**src/rtl/wpq_pkg.sv**
```systemverilog
`timescale 1ns/1ps
package wpq_pkg;
  typedef enum logic [1:0] {
    CM_COPYBACK    = 2'b00,
    CM_WTHRU       = 2'b01,
    CM_INHIBIT     = 2'b10,
    CM_INHIBIT_ALT = 2'b11
  } cmode_e;

  function automatic logic is_inhibit(input cmode_e m);
    return (m == CM_INHIBIT) || (m == CM_INHIBIT_ALT);
  endfunction
endpackage

```
**src/rtl/wpq_route.sv**
```systemverilog
`timescale 1ns/1ps
module wpq_route
  import wpq_pkg::*;
(
  input  logic       clk,
  input  logic       rst,
  input  logic       valid_i,
  input  logic [1:0] cmode_i,
  input  logic       precise_i,
  input  logic       no_region_i,
  input  logic       buf_en_i,
  input  logic       wprot_i,
  input  logic       q_full_i,
  input  logic       q_empty_i,
  input  logic       stage_free_i,
  output logic       fault_o,
  output logic       push_o,
  output logic       direct_go_o,
  output logic       stall_o
);
  cmode_e cm;
  logic   bus_kind, posted, direct;

  always_comb begin
    cm          = cmode_e'(cmode_i);
    fault_o     = valid_i && wprot_i && no_region_i;
    bus_kind    = valid_i && !fault_o && (cm != CM_COPYBACK);
    posted      = bus_kind && buf_en_i && !(is_inhibit(cm) && precise_i);
    direct      = bus_kind && !posted;
    push_o      = posted && !q_full_i;
    direct_go_o = direct && q_empty_i && stage_free_i;
    stall_o     = (posted && q_full_i) || (direct && !(q_empty_i && stage_free_i));
  end


  cb_nostall_chk: assert property (@(posedge clk) disable iff (rst)
    (valid_i && cmode_i == 2'b00) |-> (!stall_o && !push_o && !direct_go_o));


  prec_direct_chk: assert property (@(posedge clk) disable iff (rst)
    (valid_i && cmode_i[1] && precise_i) |-> !push_o);


  fault_quiet_chk: assert property (@(posedge clk) disable iff (rst)
    fault_o |-> (!stall_o && !push_o && !direct_go_o));
endmodule

```
**src/rtl/wpq_fifo.sv**
```systemverilog
`timescale 1ns/1ps
module wpq_fifo #(
  parameter int W     = 68,
  parameter int DEPTH = 4
) (
  input  logic         clk,
  input  logic         rst,
  input  logic         push_i,
  input  logic [W-1:0] din_i,
  input  logic         pop_i,
  output logic [W-1:0] dout_o,
  output logic         full_o,
  output logic         empty_o
);
  localparam int PW = (DEPTH > 1) ? $clog2(DEPTH) : 1;
  localparam int CW = $clog2(DEPTH + 1);

  logic [W-1:0]  mem [DEPTH];
  logic [PW-1:0] wptr, rptr;
  logic [CW-1:0] count;

  always_ff @(posedge clk) begin
    if (push_i) mem[wptr] <= din_i;
  end

  always_ff @(posedge clk) begin
    if (rst) begin
      wptr  <= '0;
      rptr  <= '0;
      count <= '0;
    end else begin
      if (push_i) wptr <= (wptr == PW'(DEPTH - 1)) ? '0 : wptr + 1'b1;
      if (pop_i)  rptr <= (rptr == PW'(DEPTH - 1)) ? '0 : rptr + 1'b1;
      if (push_i && !pop_i)      count <= count + 1'b1;
      else if (pop_i && !push_i) count <= count - 1'b1;
    end
  end

  assign dout_o  = mem[rptr];
  assign full_o  = (count == CW'(DEPTH));
  assign empty_o = (count == '0);


  no_overflow_chk: assert property (@(posedge clk) disable iff (rst)
    !(push_i && full_o));


  no_underflow_chk: assert property (@(posedge clk) disable iff (rst)
    !(pop_i && empty_o));
endmodule

```
**src/rtl/wr_post_queue.sv**
```systemverilog
`timescale 1ns/1ps
module wr_post_queue #(
  parameter int AW    = 32,
  parameter int DW    = 32,
  parameter int DEPTH = 4
) (
  input  logic            clk,
  input  logic            rst,
  input  logic            cfg_load,
  input  logic            cfg_buf_en,
  input  logic            cfg_wprot,
  input  logic            cpu_wr_valid,
  input  logic [AW-1:0]   cpu_addr,
  input  logic [DW-1:0]   cpu_data,
  input  logic [DW/8-1:0] cpu_be,
  input  logic [1:0]      cpu_cmode,
  input  logic            cpu_precise,
  input  logic            cpu_no_region,
  output logic            cpu_stall,
  output logic            bus_valid,
  input  logic            bus_ready,
  output logic [AW-1:0]   bus_addr,
  output logic [DW-1:0]   bus_data,
  output logic [DW/8-1:0] bus_be,
  output logic            acc_err
);
  localparam int BW = DW / 8;
  localparam int EW = AW + DW + BW;

  logic          buf_en_q, wprot_q;
  logic          fault, push, direct_go;
  logic          q_full, q_empty, pop, stage_free;
  logic [EW-1:0] q_head, cpu_entry;

  always_ff @(posedge clk) begin
    if (rst) begin
      buf_en_q <= 1'b0;
      wprot_q  <= 1'b0;
    end else if (cfg_load) begin
      buf_en_q <= cfg_buf_en;
      wprot_q  <= cfg_wprot;
    end
  end

  assign stage_free = !bus_valid || bus_ready;
  assign pop        = !q_empty && stage_free;
  assign cpu_entry  = {cpu_addr, cpu_data, cpu_be};

  wpq_route route_i (
    .clk          (clk),
    .rst          (rst),
    .valid_i      (cpu_wr_valid),
    .cmode_i      (cpu_cmode),
    .precise_i    (cpu_precise),
    .no_region_i  (cpu_no_region),
    .buf_en_i     (buf_en_q),
    .wprot_i      (wprot_q),
    .q_full_i     (q_full),
    .q_empty_i    (q_empty),
    .stage_free_i (stage_free),
    .fault_o      (fault),
    .push_o       (push),
    .direct_go_o  (direct_go),
    .stall_o      (cpu_stall)
  );

  wpq_fifo #(.W(EW), .DEPTH(DEPTH)) fifo_i (
    .clk     (clk),
    .rst     (rst),
    .push_i  (push),
    .din_i   (cpu_entry),
    .pop_i   (pop),
    .dout_o  (q_head),
    .full_o  (q_full),
    .empty_o (q_empty)
  );

  always_ff @(posedge clk) begin
    if (rst) begin
      bus_valid <= 1'b0;
      acc_err   <= 1'b0;
    end else begin
      acc_err <= fault;
      if (stage_free) begin
        if (pop) begin
          bus_valid                    <= 1'b1;
          {bus_addr, bus_data, bus_be} <= q_head;
        end else if (direct_go) begin
          bus_valid                    <= 1'b1;
          {bus_addr, bus_data, bus_be} <= cpu_entry;
        end else begin
          bus_valid <= 1'b0;
        end
      end
    end
  end


  reset_idle_chk: assert property (@(posedge clk) disable iff (rst)
    $past(rst) |-> (!bus_valid && !acc_err));


  bus_hold_chk: assert property (@(posedge clk) disable iff (rst)
    (bus_valid && !bus_ready) |=> (bus_valid && $stable(bus_addr)
                                   && $stable(bus_data) && $stable(bus_be)));


  direct_after_drain_chk: assert property (@(posedge clk) disable iff (rst)
    direct_go |-> q_empty);


  err_cause_chk: assert property (@(posedge clk) disable iff (rst)
    acc_err |-> $past(cpu_wr_valid && wprot_q && cpu_no_region));
endmodule

```
**config.mk**
```make
export PLATFORM = sky130hd
export DESIGN_NAME = wr_post_queue
export DESIGN_NICKNAME = d
export VERILOG_FILES = /design/src/rtl/wpq_pkg.sv /design/src/rtl/wpq_route.sv /design/src/rtl/wpq_fifo.sv /design/src/rtl/wr_post_queue.sv
export SDC_FILE = /design/constraint.sdc
export NUM_CORES = 1
export LEC_CHECK = 0
export ABC_CLOCK_PERIOD_IN_PS = 5650
export CORE_MARGIN = 2
export CORE_UTILIZATION = 56
export DETAILED_ROUTE_END_ITERATION = 10
export GPL_ROUTABILITY_DRIVEN = 0
export PLACE_DENSITY = 0.79
export SLEW_MARGIN = 20
export SYNTH_ARGS = -nofsm -noshare
export SYNTH_HDL_FRONTEND = slang
export SYNTH_SLANG_ARGS = --single-unit
```
**constraint.sdc**
```tcl
create_clock -name clk -period 5.65 [get_ports clk]
set_input_delay 0.565 -clock clk [delete_from_list [all_inputs] [get_ports clk]]
set_output_delay 0.565 -clock clk [all_outputs]
set_load 0.01 [all_outputs]
```
==> results by group <==
Run status
  • Result of the run: complete, no violations

Synth
  • Post-Syn Area per Cell: 23.6 µm²
  • Top area cells in the synthesized netlist: sky130_fd_sc_hd__edfxtp_1 76%, sky130_fd_sc_hd__mux4_2 11%, sky130_fd_sc_hd__mux2_2 4.1%
  • Most instantiated flip-flop cell in the synthesis netlist: sky130_fd_sc_hd__edfxtp_1
  • Asr flop ratio synth: 0%
  • Sequential share of the synthesized area: 78.0%
  • Share of the synthesized area in the top cell type: 76.1%
  • Total of flip-flops plus latches after synthesis: 353
  • Yosys warns: 0
  • Distinct cell type count of the synthesized netlist: 36
  • Synthesized instance count: 569
  • Netlist Area Pre-Place: 0.0134 mm²
  • Post-Synthesis Net Count: 655
  • Post-synth EDFFs: 340
  • Most area-hungry cell type in the Yosys netlist: sky130_fd_sc_hd__edfxtp_1

Critical path
  • Worst Setup SP: cpu_cmode[1]
  • Reg2reg path depth: 8
  • Top delay family on crit path: simple AND/OR/NAND/NOR gates
  • Kind of start point of the critical path: input port
  • Sequence of cells on the critical path: clkdlybuf4s50_1 -> a2bb2oi_1 -> nor4bb_2 -> ha_1 -> inv_1 -> fa_1 -> xor2_1 -> or3_1 -> a21oi_1
  • Critical Path Sink Type: flip-flop
  • Count of buffer and inverter cells on the critical path: 2
  • Worst stage delay on the critical path: 0.78 ns
  • Start-to-end type of the worst setup path: input port to flip-flop
  • Worst r2r dst: fifo_i.count[2]$_SDFFE_PP0P_
  • FF-to-FF setup slack: 2.70 ns
  • Biggest fanout along the worst timing path: 7
  • CP arrival: 3.61 ns
  • Required time at the worst-slack endpoint: 6.07 ns
  • Slowest-stage cell, CP: sky130_fd_sc_hd__nor4bb_2
  • R2R Path Start: wprot_q$_SDFFE_PP0P_

Clock network
  • CTS H-tree lvls: 2
  • Setup fix buffers added after clock tree synthesis: 0
  • Number of buffers created by CTS: 34
  • Num Clock Sinks: 353
  • Gates resized, CTS repair: 0
  • TritonCTS clock tree: yes
  • Root Buffer: sky130_fd_sc_hd__clkbuf_16
  • Worst-case clock buffer depth: 3
  • CTS clk-pin slew, worst paths: 0.06 ns
  • Clock latency reported for the late side of the worst-skew pair: 0.51 ns
  • Post-CTS Hold Buffers: 0

Drt
  • Remaining DRCs: 0
  • Via count: 6140
  • Count of nets left with antenna violations after detail routing: 0
  • Drt initial violations: 447
  • Total length of routed wires: 24.6 mm
  • WL per Instance: 22.9 µm
  • First-pass iteration count of the detailed router: 4
  • Post-DR vias/cell: 5.70

Global routing
  • Residual overflow from global routing: 0
  • Largest net degree at the start of global routing: 69
  • Number of antenna violations at the first check in global routing: 1
  • Via count of the first global-routing pass: 6604
  • GRT Overall Usage: 19.7%
  • Global-route wire length before repair: 38.0 mm

Final layout
  • Area used by multi-input combinational logic: 0.00280 mm²
  • Synth-to-layout area growth: 22.7%
  • Leading cell type in the layout, fill and taps excluded: sky130_fd_sc_hd__edfxtp_1
  • Most frequent cells in the layout: 340 x sky130_fd_sc_hd__edfxtp_1, 149 x sky130_fd_sc_hd__clkdlybuf4s50_1, 68 x sky130_fd_sc_hd__mux4_2
  • Final Util: 70.1%
  • Layout net count: 818
  • Area taken by flip-flops and latches: 0.0105 mm²
  • FILL cells: 1346
  • Layout cells sized above 1: 27.2%
  • Final instance area: 0.0165 mm²

Timing
  • Total negative slack: 0 ns
  • Final Hold Fails: 0
  • Final worst hold slack: 0.495 ns
  • Total of endpoints with negative setup slack in the final report: 0
  • Max-slew violation total from the final report: 0
  • Worst clock skew: 0.0138 ns
  • Final worst-path cycle share: 56.5%
  • Transition at the pin with the smallest max-transition slack: 1.05 ns
  • Setup repair after global routing missed its margin: false
  • Final Worst Setup Slack: 2.46 ns
  • Min Clock Period, post-route: 3.19 ns
  • Peak clock frequency supported by timing: 313 MHz
  • Headroom to the max-slew limit: 30.2%

Die
  • Initial Utilization: 57.2%
  • Placement row count: 56
  • Die area: 0.0252 mm²
  • Floorplan Core Area: 0.0235 mm²
  • Die Span X: 159 µm
  • Number of top-level pins: 150
  • Die Y-Extent: 159 µm

Placed design
  • Count of input and output buffers: 149
  • Post-DP Area: 0.0152 mm²
  • Detailed Place HPWL: 13.2 mm
  • Post-place setup slack: 1.73 ns

Worst hold path
  • Count of cells along the worst hold path: 2
  • Worst hold path type: flip-flop to flip-flop
  • Startpoint of the worst hold path: fifo_i.rptr[1]$_SDFFE_PP0N_

Power and ir drop
  • Static leakage power: 5.29 nW
  • P per Cell Area: 473 mW/mm²
  • VDD IR-drop max: 0.000384 V

Job
  • Number of maximum-capacitance violations: 0
[metal layers]
| metal | GRT usage (%) | part of all wire (%) | routed length, µm |
|---|---|---|---|
| met1 | 24.9 | 39 | 9720 |
| met2 | 34.1 | 53 | 13000 |
| met3 | 4.39 | 5.5 | 1360 |
| met4 | 6.17 | 2.4 | 590 |
| met5 | 0 | 0 | 0 |
[worst max path at each step]
stage | endpoint | slack, ns | cells after the start
floorplan | bus_addr[0]$_DFFE_PP_ | 0.50 | 6
global placement | fifo_i.count[2]$_SDFFE_PP0P_ | 1.96 | 9
detailed placement | fifo_i.count[2]$_SDFFE_PP0P_ | 1.73 | 9
CTS | fifo_i.count[2]$_SDFFE_PP0P_ | 2.25 | 9
global route | fifo_i.count[2]$_SDFFE_PP0P_ | 2.37 | 9
finish | fifo_i.count[2]$_SDFFE_PP0P_ | 2.46 | 9
[layout make-up]
| cell class | instances | area share (%) |
|---|---|---|
| Antenna cell | 1 | 0.0152 |
| Multi-Input combinational cell | 187 | 17.0 |
| Timing Repair Buffer | 152 | 9.22 |
| Sequential cell | 353 | 63.6 |
| Inverter | 4 | 0.0912 |
| Clock buffer | 42 | 5.80 |
| Tap cell | 319 | 2.42 |
| Clock inverter | 19 | 1.82 |
[where the power goes]
part | switching [mW] | internal [mW]
clock | 0.930 | 1.57
combinational | 0.752 | 1.10
sequential | 0.225 | 3.20
total | 1.91 | 5.87
[through the flow]
step,total power [mW],instances
6_report,7.78,1077
5_1_grt,8.07,1077
4_1_cts,7.85,1076
3_5_place_dp,5.34,1015
3_3_place_gp,5.30,1015
2_1_floorplan,4.73,569
[flip-flops by register name, indices dropped and copies added, names as in the netlist, named ones only]
name	cells
acc_err	1
buf_en_q	1
bus_addr	32
bus_be	4
bus_data	32
bus_valid	1
fifo_i.count	3
fifo_i.mem	272
fifo_i.rptr	2
fifo_i.wptr	2
wprot_q	1
[synthesized netlist by cell type (5+ instances only)]
| cell | instances |
|---|---|
| sky130_fd_sc_hd__mux2_4 | 20 |
| sky130_fd_sc_hd__mux4_2 | 68 |
| sky130_fd_sc_hd__ha_1 | 6 |
| sky130_fd_sc_hd__clkbuf_1 | 6 |
| sky130_fd_sc_hd__edfxtp_1 | 340 |
| sky130_fd_sc_hd__nor2_1 | 5 |
| sky130_fd_sc_hd__buf_2 | 12 |
| sky130_fd_sc_hd__dfxtp_1 | 13 |
| sky130_fd_sc_hd__mux2_2 | 49 |
[cells by family after synthesis]
kind of cell / share of synthesized area, %
flops: 78.0
buf+inv: 1.37
compound gates: 0.550
xor+xnor: 0.131
simple gates: 1.15
fa+ha+maj: 0.709
mux: 18.1
[worst reg2reg max path, stage by stage (launching register included)]
cell and delay (ns):
sky130_fd_sc_hd__dfxtp_1 0.32, sky130_fd_sc_hd__a2bb2oi_1 0.32, sky130_fd_sc_hd__nor4bb_2 0.78, sky130_fd_sc_hd__ha_1 0.33, sky130_fd_sc_hd__inv_1 0.08, sky130_fd_sc_hd__fa_1 0.37
sky130_fd_sc_hd__xor2_1 0.16, sky130_fd_sc_hd__or3_1 0.33, sky130_fd_sc_hd__a21oi_1 0.17
Power figures use the tool's default switching activity.
